===== src/rtl/radio_seq_pkg.sv =====
package radio_seq_pkg;
  localparam int EV_W     = 32;
  localparam int NUM_TASK = 6;
  localparam int NUM_SC   = 8;

  typedef enum logic [3:0] {
    ST_OFF      = 4'd0,
    ST_RX_RAMP  = 4'd1,
    ST_RX_IDLE  = 4'd2,
    ST_RX_ACT   = 4'd3,
    ST_RX_STOP  = 4'd4,
    ST_TX_RAMP  = 4'd9,
    ST_TX_IDLE  = 4'd10,
    ST_TX_ACT   = 4'd11,
    ST_TX_STOP  = 4'd12
  } rs_state_e;

  // task vector indices
  localparam int TK_TXEN  = 0;
  localparam int TK_RXEN  = 1;
  localparam int TK_START = 2;
  localparam int TK_STOP  = 3;
  localparam int TK_DIS   = 4;
  localparam int TK_CCA   = 5;

  // event / interrupt-enable bit positions
  localparam int EV_READY    = 0;
  localparam int EV_END      = 3;
  localparam int EV_DISABLED = 4;
  localparam int EV_CCAIDLE  = 17;
  localparam int EV_CCABUSY  = 18;
  localparam int EV_TXREADY  = 21;
  localparam int EV_RXREADY  = 22;

  localparam logic [EV_W-1:0] EV_MASK =
    (EV_W'(1) << EV_READY)   | (EV_W'(1) << EV_END)     |
    (EV_W'(1) << EV_DISABLED)| (EV_W'(1) << EV_CCAIDLE) |
    (EV_W'(1) << EV_CCABUSY) | (EV_W'(1) << EV_TXREADY) |
    (EV_W'(1) << EV_RXREADY);

  // shortcut table: register bit, source event, target task
  localparam int SC_BIT  [NUM_SC] = '{0, 1, 2, 3, 5, 11, 12, 19};
  localparam int SC_EV   [NUM_SC] = '{EV_READY, EV_END, EV_DISABLED, EV_DISABLED,
                                      EV_END, EV_RXREADY, EV_CCAIDLE, EV_TXREADY};
  localparam int SC_TASK [NUM_SC] = '{TK_START, TK_DIS, TK_TXEN, TK_RXEN,
                                      TK_START, TK_CCA, TK_TXEN, TK_START};

  function automatic logic [EV_W-1:0] sc_mask_f();
    logic [EV_W-1:0] m;
    m = '0;
    for (int i = 0; i < NUM_SC; i++) m[SC_BIT[i]] = 1'b1;
    return m;
  endfunction

  localparam logic [EV_W-1:0] SC_MASK = sc_mask_f();
endpackage


===== src/rtl/radio_seq_fsm.sv =====
module radio_seq_fsm
  import radio_seq_pkg::*;
#(
  parameter int RAMP_CYCLES = 4
) (
  input  logic                clk_i,
  input  logic                rst_ni,
  input  logic [NUM_TASK-1:0] task_i,
  input  logic                pkt_done_i,
  input  logic                cca_idle_i,
  input  logic                cca_busy_i,
  output rs_state_e           state_o,
  output logic [EV_W-1:0]     ev_o
);
  localparam int CNT_W = (RAMP_CYCLES < 2) ? 1 : $clog2(RAMP_CYCLES);
  localparam logic [CNT_W-1:0] RAMP_LAST = CNT_W'(RAMP_CYCLES - 1);

  rs_state_e        st_q, st_d;
  logic [CNT_W-1:0] cnt_q, cnt_d;
  logic             cca_q, cca_d;
  logic             rx_side;

  assign rx_side = (st_q == ST_RX_IDLE) || (st_q == ST_RX_ACT);

  always_comb begin
    st_d  = st_q;
    cnt_d = cnt_q;
    cca_d = cca_q;
    ev_o  = '0;

    if (rx_side && cca_q) begin
      if (cca_busy_i) begin
        ev_o[EV_CCABUSY] = 1'b1;
        cca_d = 1'b0;
      end else if (cca_idle_i) begin
        ev_o[EV_CCAIDLE] = 1'b1;
        cca_d = 1'b0;
      end
    end else if (rx_side && task_i[TK_CCA]) begin
      cca_d = 1'b1;
    end

    unique case (st_q)
      ST_OFF: begin
        if (task_i[TK_TXEN]) begin
          st_d = ST_TX_RAMP; cnt_d = '0;
        end else if (task_i[TK_RXEN]) begin
          st_d = ST_RX_RAMP; cnt_d = '0;
        end
      end
      ST_RX_RAMP, ST_TX_RAMP: begin
        if (task_i[TK_DIS]) begin
          st_d = (st_q == ST_RX_RAMP) ? ST_RX_STOP : ST_TX_STOP;
        end else if (cnt_q == RAMP_LAST) begin
          ev_o[EV_READY] = 1'b1;
          if (st_q == ST_RX_RAMP) begin
            st_d = ST_RX_IDLE; ev_o[EV_RXREADY] = 1'b1;
          end else begin
            st_d = ST_TX_IDLE; ev_o[EV_TXREADY] = 1'b1;
          end
        end else begin
          cnt_d = cnt_q + 1'b1;
        end
      end
      ST_RX_IDLE: begin
        if (task_i[TK_DIS])        st_d = ST_RX_STOP;
        else if (task_i[TK_TXEN])  begin st_d = ST_TX_RAMP; cnt_d = '0; end
        else if (task_i[TK_START]) st_d = ST_RX_ACT;
      end
      ST_RX_ACT: begin
        if (task_i[TK_DIS])        st_d = ST_RX_STOP;
        else if (task_i[TK_TXEN])  begin st_d = ST_TX_RAMP; cnt_d = '0; end
        else if (pkt_done_i)       begin st_d = ST_RX_IDLE; ev_o[EV_END] = 1'b1; end
        else if (task_i[TK_STOP])  st_d = ST_RX_IDLE;
      end
      ST_TX_IDLE: begin
        if (task_i[TK_DIS])        st_d = ST_TX_STOP;
        else if (task_i[TK_START]) st_d = ST_TX_ACT;
      end
      ST_TX_ACT: begin
        if (task_i[TK_DIS])        st_d = ST_TX_STOP;
        else if (pkt_done_i)       begin st_d = ST_TX_IDLE; ev_o[EV_END] = 1'b1; end
        else if (task_i[TK_STOP])  st_d = ST_TX_IDLE;
      end
      ST_RX_STOP, ST_TX_STOP: begin
        st_d = ST_OFF;
        ev_o[EV_DISABLED] = 1'b1;
      end
      default: st_d = ST_OFF;
    endcase

    // assessment only survives inside the receive states
    if (st_d != ST_RX_IDLE && st_d != ST_RX_ACT) cca_d = 1'b0;
  end

  always_ff @(posedge clk_i or negedge rst_ni) begin
    if (!rst_ni) begin
      st_q  <= ST_OFF;
      cnt_q <= '0;
      cca_q <= 1'b0;
    end else begin
      st_q  <= st_d;
      cnt_q <= cnt_d;
      cca_q <= cca_d;
    end
  end

  assign state_o = st_q;
endmodule


===== src/rtl/radio_seq_shorts.sv =====
module radio_seq_shorts
  import radio_seq_pkg::*;
(
  input  logic                clk_i,
  input  logic                rst_ni,
  input  logic                we_i,
  input  logic [EV_W-1:0]     wdata_i,
  input  logic [EV_W-1:0]     ev_i,
  output logic [EV_W-1:0]     short_o,
  output logic [NUM_TASK-1:0] task_o
);
  logic [EV_W-1:0]   short_q;
  logic [EV_W-1:0]   ev_q;
  logic [NUM_SC-1:0] hit;

  always_ff @(posedge clk_i or negedge rst_ni) begin
    if (!rst_ni) begin
      short_q <= '0;
      ev_q    <= '0;
    end else begin
      if (we_i) short_q <= wdata_i & SC_MASK;
      ev_q <= ev_i;
    end
  end

  for (genvar g = 0; g < NUM_SC; g++) begin : g_sc
    assign hit[g] = short_q[SC_BIT[g]] & ev_q[SC_EV[g]];
  end

  always_comb begin
    task_o = '0;
    for (int i = 0; i < NUM_SC; i++)
      if (hit[i]) task_o[SC_TASK[i]] = 1'b1;
  end

  assign short_o = short_q;
endmodule


===== src/rtl/radio_seq_irq.sv =====
module radio_seq_irq
  import radio_seq_pkg::*;
(
  input  logic            clk_i,
  input  logic            rst_ni,
  input  logic [EV_W-1:0] ev_i,
  input  logic [EV_W-1:0] evt_clr_i,
  input  logic [EV_W-1:0] en_set_i,
  input  logic [EV_W-1:0] en_clr_i,
  output logic [EV_W-1:0] flags_o,
  output logic [EV_W-1:0] inten_o,
  output logic            irq_o
);
  for (genvar g = 0; g < EV_W; g++) begin : g_bit
    if (EV_MASK[g]) begin : g_impl
      logic f_q, e_q;
      always_ff @(posedge clk_i or negedge rst_ni) begin
        if (!rst_ni) begin
          f_q <= 1'b0;
          e_q <= 1'b0;
        end else begin
          if (ev_i[g])           f_q <= 1'b1;
          else if (evt_clr_i[g]) f_q <= 1'b0;
          if (en_set_i[g])       e_q <= 1'b1;
          else if (en_clr_i[g])  e_q <= 1'b0;
        end
      end
      assign flags_o[g] = f_q;
      assign inten_o[g] = e_q;
    end else begin : g_none
      assign flags_o[g] = 1'b0;
      assign inten_o[g] = 1'b0;
    end
  end

  assign irq_o = |(flags_o & inten_o);
endmodule


===== src/rtl/radio_seq.sv =====
module radio_seq
  import radio_seq_pkg::*;
#(
  parameter int RAMP_CYCLES = 4
) (
  input  logic        clk_i,
  input  logic        rst_ni,
  input  logic        task_txen_i,
  input  logic        task_rxen_i,
  input  logic        task_start_i,
  input  logic        task_stop_i,
  input  logic        task_disable_i,
  input  logic        task_ccastart_i,
  input  logic        pkt_done_i,
  input  logic        cca_idle_i,
  input  logic        cca_busy_i,
  input  logic        short_we_i,
  input  logic [31:0] short_wdata_i,
  output logic [31:0] short_o,
  input  logic [31:0] inten_set_i,
  input  logic [31:0] inten_clr_i,
  output logic [31:0] inten_o,
  input  logic [31:0] evt_clr_i,
  output logic [31:0] evt_o,
  output logic        irq_o,
  output logic [3:0]  state_o
);
  logic [NUM_TASK-1:0] ext_task, sc_task, eff_task;
  logic [EV_W-1:0]     ev;
  rs_state_e           st;

  always_comb begin
    ext_task           = '0;
    ext_task[TK_TXEN]  = task_txen_i;
    ext_task[TK_RXEN]  = task_rxen_i;
    ext_task[TK_START] = task_start_i;
    ext_task[TK_STOP]  = task_stop_i;
    ext_task[TK_DIS]   = task_disable_i;
    ext_task[TK_CCA]   = task_ccastart_i;
  end

  assign eff_task = ext_task | sc_task;

  radio_seq_fsm #(.RAMP_CYCLES(RAMP_CYCLES)) u_fsm (
    .clk_i      (clk_i),
    .rst_ni     (rst_ni),
    .task_i     (eff_task),
    .pkt_done_i (pkt_done_i),
    .cca_idle_i (cca_idle_i),
    .cca_busy_i (cca_busy_i),
    .state_o    (st),
    .ev_o       (ev)
  );

  radio_seq_shorts u_shorts (
    .clk_i   (clk_i),
    .rst_ni  (rst_ni),
    .we_i    (short_we_i),
    .wdata_i (short_wdata_i),
    .ev_i    (ev),
    .short_o (short_o),
    .task_o  (sc_task)
  );

  radio_seq_irq u_irq (
    .clk_i     (clk_i),
    .rst_ni    (rst_ni),
    .ev_i      (ev),
    .evt_clr_i (evt_clr_i),
    .en_set_i  (inten_set_i),
    .en_clr_i  (inten_clr_i),
    .flags_o   (evt_o),
    .inten_o   (inten_o),
    .irq_o     (irq_o)
  );

  assign state_o = st;
endmodule


===== config.mk =====
export PLATFORM = sky130hd
export DESIGN_NAME = radio_seq
export DESIGN_NICKNAME = d
export VERILOG_FILES = /design/src/rtl/radio_seq_pkg.sv /design/src/rtl/radio_seq_fsm.sv /design/src/rtl/radio_seq_shorts.sv /design/src/rtl/radio_seq_irq.sv /design/src/rtl/radio_seq.sv
export SDC_FILE = /design/constraint.sdc
export NUM_CORES = 1
export LEC_CHECK = 0
export BUFFER_PORTS_ARGS = -buffer_cell sky130_fd_sc_hd__clkbuf_2
export CAP_MARGIN = 20
export CORE_ASPECT_RATIO = 0.5
export CORE_MARGIN = 2
export CORE_UTILIZATION = 31
export CTS_CLUSTER_SIZE = 14
export DETAILED_ROUTE_END_ITERATION = 6
export GPL_TIMING_DRIVEN = 0
export HOLD_SLACK_MARGIN = 0.08
export PLACE_DENSITY = 0.79
export SLEW_MARGIN = 20
export SYNTH_ARGS = -nofsm -noshare
export SYNTH_HDL_FRONTEND = slang
export SYNTH_SLANG_ARGS = --single-unit

===== constraint.sdc =====
create_clock -name clk_i -period 1.88 [get_ports clk_i]
set_clock_uncertainty 0.15 [all_clocks]
set_input_delay 0.282 -clock clk_i [delete_from_list [all_inputs] [get_ports clk_i]]
set_output_delay 0.282 -clock clk_i [all_outputs]
set_load 0.05 [all_outputs]

# After elaboration in Yosys (flattened, before gate mapping)

Cells that the tools add are included.

Add/subtract/negate cells: 1
Equality and inequality tests: 17
Multiplexer cells: 85
Bitwise gates (word level): 10
Reduce and logical (&&, ||, !) cells: 27

Operator list:

| kind                                                 | count |
|---|---|
| two-way mux 4 bit                                    | 18 |
| two-way mux 1 bit                                    | 54 |
| OR reduction 32 bit                                  | 1 |
| nonzero test 2 bit                                   | 14 |
| case mux 4 bit (6 select lines)                      | 1 |
| AND 23 bit                                           | 1 |
| two-way mux 2 bit                                    | 10 |
| equality test 4 bit (second input constant)          | 4 |
| AND 1 bit                                            | 8 |
| equality test 4 x 2 -> 1 bit (second input constant) | 2 |
| != test 4 x 2 -> 1 bit (second input constant)       | 2 |
| != test 2 bit (second input constant)                | 3 |
| bitwise OR 6 bit                                     | 1 |
| case mux 2 bit (3 select lines)                      | 1 |
| AND reduction 6 bit                                  | 1 |
| nonzero test 3 bit                                   | 2 |
| OR reduction 2 bit                                   | 3 |
| equality test 4 x 1 -> 1 bit (second input constant) | 1 |
| equality test 4 x 3 -> 1 bit (second input constant) | 1 |
| logical NOT 4 bit                                    | 1 |
| != test 4 bit (second input constant)                | 1 |
| logical AND 1 bit                                    | 3 |
| != test 3 bit (second input constant)                | 1 |
| adder 2 x 1 -> 2 bit (second input constant)         | 1 |
| other kinds (5)                                      | 5 |

Register bits: 36
Bits of input ports: 140
Output and inout bits: 101
Logic and storage cells: 159

# Depth between registers and ports, before layout

Depth after elaboration: 14
Mapped depth: 6
Gate-level depth less buffers: 5

# Hierarchy

A second synthesis with hierarchy kept.

Cells, all modules: 258
Area total of the unflattened synthesis: 2,484.9 um^2

By module, submodules not included:

| module           | times used | cells each | area each (um^2) | sequential area each (um^2) |
|---|---|---|---|---|
| radio_seq_irq    | 1          | 111        | 1,023.5          | 350.3 |
| radio_seq_shorts | 1          | 55         | 714.4            | 350.3 |
| radio_seq_fsm    | 1          | 86         | 709.4            | 175.2 |
| radio_seq        | 1          | 6          | 37.5             | 0.0 |

# Worst setup path after synthesis

OpenSTA, ideal clock, no wires.

Path type: reg2reg
Start point: reg u_fsm.st_q[0] (netlist: u_fsm.state_o[0])
End point: reg u_fsm.cnt_q[0]
Setup time: 0.125 ns
Data arrival time: 1.795 ns
Required time: 1.605 ns
Path slack: -0.190 ns
Cell stages (with the launch flop): 5
Path buffers: 1
Period minus slack after synthesis: 2.070 ns
Path through: dfrtp_1 buf_6 or3_4 a221oi_4 mux2_4

Word-level cells in the longest chain between the ends: 4
Elaborated cells between the ends (all ways): 15

Ends and longest elaborated chain:

| item                                            | line                 | source |
|---|---|---|
| start, declared                                 | radio_seq_fsm.sv:18  | `rs_state_e st_q, st_d;` |
| start signal, assigned                          | radio_seq_fsm.sv:102 | `st_q <= st_d;` |
| equality test 4 bit (tied with other cells)     | radio_seq_fsm.sv:43  | `unique case (st_q)` |
| OR reduction 2 bit (on tied branches)           | -                    |  |
| != test 2 bit (no line) (tied with other cells) | -                    |  |
| AND reduction 6 bit (no line)                   | -                    |  |
| end signal, assigned                            | radio_seq_fsm.sv:103 | `cnt_q <= cnt_d;` |
| end, declared                                   | radio_seq_fsm.sv:19  | `logic [CNT_W-1:0] cnt_q, cnt_d;` |

Parallel ways exist; a longest one is shown, timed or not.
A chain may end at the register's enable or synchronous reset.

# Worst setup path after layout

Start point: reg u_fsm.st_q[1] (netlist: u_fsm.state_o[1])
End point: reg u_fsm.cnt_q[0]

Same word-level chain as after synthesis.

==> summary.md <==
| Metric | Value |
|---|---|
| R2r setup slk | 0.04 ns |
| Remaining antenna violation count | 0 |
| Worst-margin pin slew | 0.831 ns |
| Synthesized instance count | approximately 220 |
| Initial antenna violation count | 0 |
| Fmax | about 0.54 GHz |
| Peak supply drop | 421 µV |
| HP Class | primary input to flop |
| Synth-to-Final Area Change | 48.5% |
| Critical R2R Capture | u_fsm.cnt_q[0] |
| Max-Cap Viols | 0 |
| DP Cell Count | 455 |
| Reg2reg path depth | 4 |
| Post-Syn Area | 2210 µm² |
| DRT Pass-1 Iters | 4 |
| Starting Density | about 33% |
| Final Max Slew Viols | 0 |
| Longest Clk Path Bufs | 2 |
| Post-DP HPWL | around 4000 µm |
| CTS sink count | 35 |
| I/O Pins | roughly 240 |
| Register area share after synthesis | 39.6% |
| Critical Path Source | u_fsm.state_o[1] |
| Nature of the critical path endpoint | flop |
| H-tree levels | 2 |
| Layout cells sized above 1 | slightly below 50% |
| Number of synthesized flops with an enable pin | 0 |
| Port Buffer Count | between 60 and 70 |
| Finished Layout Cells | approximately 480 |
| Core box area | 6810 µm² |
| Routability Congestion | 0.789 |
| GRT Residual Overflow | 0 |
| Die width | ~120 µm |
| Hold_sp | short_wdata_i[19] |
| DRC violations left | 0 |
| Worst slew margin | 44.6% |
| Startpoint Class | flop |
| WP data required | 1.89 ns |
| Outcome | finished, final reports clean |
| Global-route wire length before repair | 7820 µm |
| Root Buffer | clkbuf_16 |
| Largest net degree at the start of global routing | 36 |
| Final WS setup | around 0.044 ns |
| Worst-Skew Late Latency | 0.28 ns |
| Final Cycle Share | a little over nine tenths |
| Final wirelength | 5130 µm |
| Flip-flop and latch count after synthesis | 35 |
| Total Power | 3.36 mW |
| Final hold violation count | 0 |
| 1st-iter DRT viols | 82 |
| Post-layout min period | 1.84 ns |
| Nets@finish | ~530 |
| Gr usage total | between 10% and 20% |
| Sw frac | 39.3% |
| R2R Path Start | u_fsm.state_o[1] |
| Fillers | 650 |
| Wire per inst | 10.8 µm |
| Die area | 7870 µm² |
| Final non-filler cell area | 3290 µm² |
| N_diodes | 0 |
| Syn_area_per_cell | a little under 10 µm² |
| Sw power | 1.32 mW |
| Routed vias/inst | 3.80 |
| Sequential power share | 27.9% |
| Vias post-DR | 1812 |
| Worst Hold Slack | 0.0880 ns |
| CTS tree | yes |
| Row cnt | 21 |
| Placed inst area | 2940 µm² |
| Final setup TNS | 0 ns |
| CTS clk-pin slew, worst paths | 0.05 ns |
| Clock power share | roughly 28% |
| Unique cell type count in the Yosys netlist | 38 |
| Vias in the first global route | around 1700 |
| Final core utilization | 48.3% |
| CP arrival | 1.85 ns |
| Die Height | 63.7 µm |
| Comb pwr share | 43.9% |
| Post-synth ARST share | 100% |
| CP max FO | 9 |
| Cts bufs inserted | 5 |
| Crit path to | u_fsm.cnt_q[0] |
| Unrepaired setup endpoints after global routing | yes |
| WS Path Type | flop to flop |
| Synth Warn # | 0 |
| Post-place setup slack | -0.0481 ns |
| Power per cell area | 1020 nW/µm² |
| Predominant post-synthesis flop cell | dfrtp_1 |
| Final count of negative-setup-slack endpoints | 0 |
| P_int | 2.04 mW |
| Static Leak | 1.94 nW |
[logic make-up (layout without fill, tap and decap cells)]
family	count (synthesis)	count (layout)	share of synthesized area, %
buffers and inverters	109	197	33.9
AOI/OAI and AO/OA	38	38	12.8
DFF	35	35	39.6
and+or+nand+nor	29	29	7.35
muxes	10	10	5.20
adders and majority gates	1	1	0.566
other	1	74	0.170
xor gates and xnor gates	1	1	0.396
[layout make-up]
class                   instances  area [µm²]  share of cell area [%]
plain buffers                  93         696                    21.2
clock buffers                   6         139                    4.23
clock inverters                 2        35.0                    1.07
inverters                      16        60.1                    1.83
multi-input cells             153         892                    27.2
flip-flops and latches         35         880                    26.8
well taps                      92         115                    3.50
repair buffers                 80         469                    14.3
[synthesized netlist by cell type (3+ instances only)]
master     n  area, µm²
nand2b_1   3       18.8
inv_1     16       60.1
and2_1     3       18.8
dfrtp_1   35        876
nor3_1     5       25.0
a21o_1    14        105
a22oi_1    3       22.5
nor2_1     4       15.0
buf_4     88        661
nand2_1    5       18.8
mux2_2     8       90.1
o22ai_1    3       18.8
a21oi_1    6       30.0
[cell usage in the layout (no fill, tap or decap), drive strengths merged, types with 2 or more instances in the layout]
cell type and n:
nor2b 2, a221oi 2, a21oi 6, a21o 14
mux2 9, nand2b 3, dfrtp 35, o22ai 3
conb 74, nand3 2, dlygate4sd3 10, a22oi 3
inv 16, clkbuf 74, o21ai 4, nor3 5
nand2 5, buf 95, nor2 4, and2 3
[what timing repair did]
action | in CTS | in global routing
hold buffers | 10 | 0
resized for setup | 4 | 4
buffers inserted | 4 | 0
cloned | 0 | 0
setup endpoints to repair | 2 | 3
endpoints found under the hold margin | 44 | 0
pin swaps | 3 | 3
[flip-flops by register name, indices dropped and copies added, names as in the netlist]
name / count
u_shorts.short_o: 8
u_irq.g_bit.g_impl.e_q: 7
u_irq.g_bit.g_impl.f_q: 7
u_shorts.ev_q: 6
u_fsm.state_o: 4
u_fsm.cnt_q: 2
u_fsm.cca_q: 1
[per-layer routing]
metal  track usage (%)  vias to the layer above  routed length (µm)
met2              24.7                       65                2860
met5                 0                        -                   0
met3              2.23                       14                 275
li1                  -                      898                   -
met1              13.9                      835                1860
met4              5.54                        0                 131
[power groups by stage]
stage / registers [mW] / logic (mW) / clock network [mW]
after floorplan: 1.08 / 1.01 / 0
after global placement: 0.940 / 1.36 / 0
after detailed placement: 0.944 / 1.38 / 0
after CTS: 0.931 / 1.45 / 0.958
after global routing: 0.953 / 1.56 / 0.995
final: 0.936 / 1.47 / 0.947
[worst max-delay path, stage by stage, from the launching register on]
cell and delay, ns:
dfrtp_2 0.40, buf_6 0.14, or3_4 0.39, a221oi_4 0.31, mux2_4 0.32
[worst min-delay path by stage]
stage          depth (start not counted)                        end
2_1_floorplan                          0                u_fsm.cca_q
3_3_place_gp                           1  u_irq.g_bit[3].g_impl.e_q
3_5_place_dp                           1  u_irq.g_bit[4].g_impl.e_q
4_1_cts                                2       u_shorts.short_o[19]
5_1_grt                                2       u_shorts.short_o[11]
6_report                               2       u_shorts.short_o[19]
(Power assumes the default switching activity.)
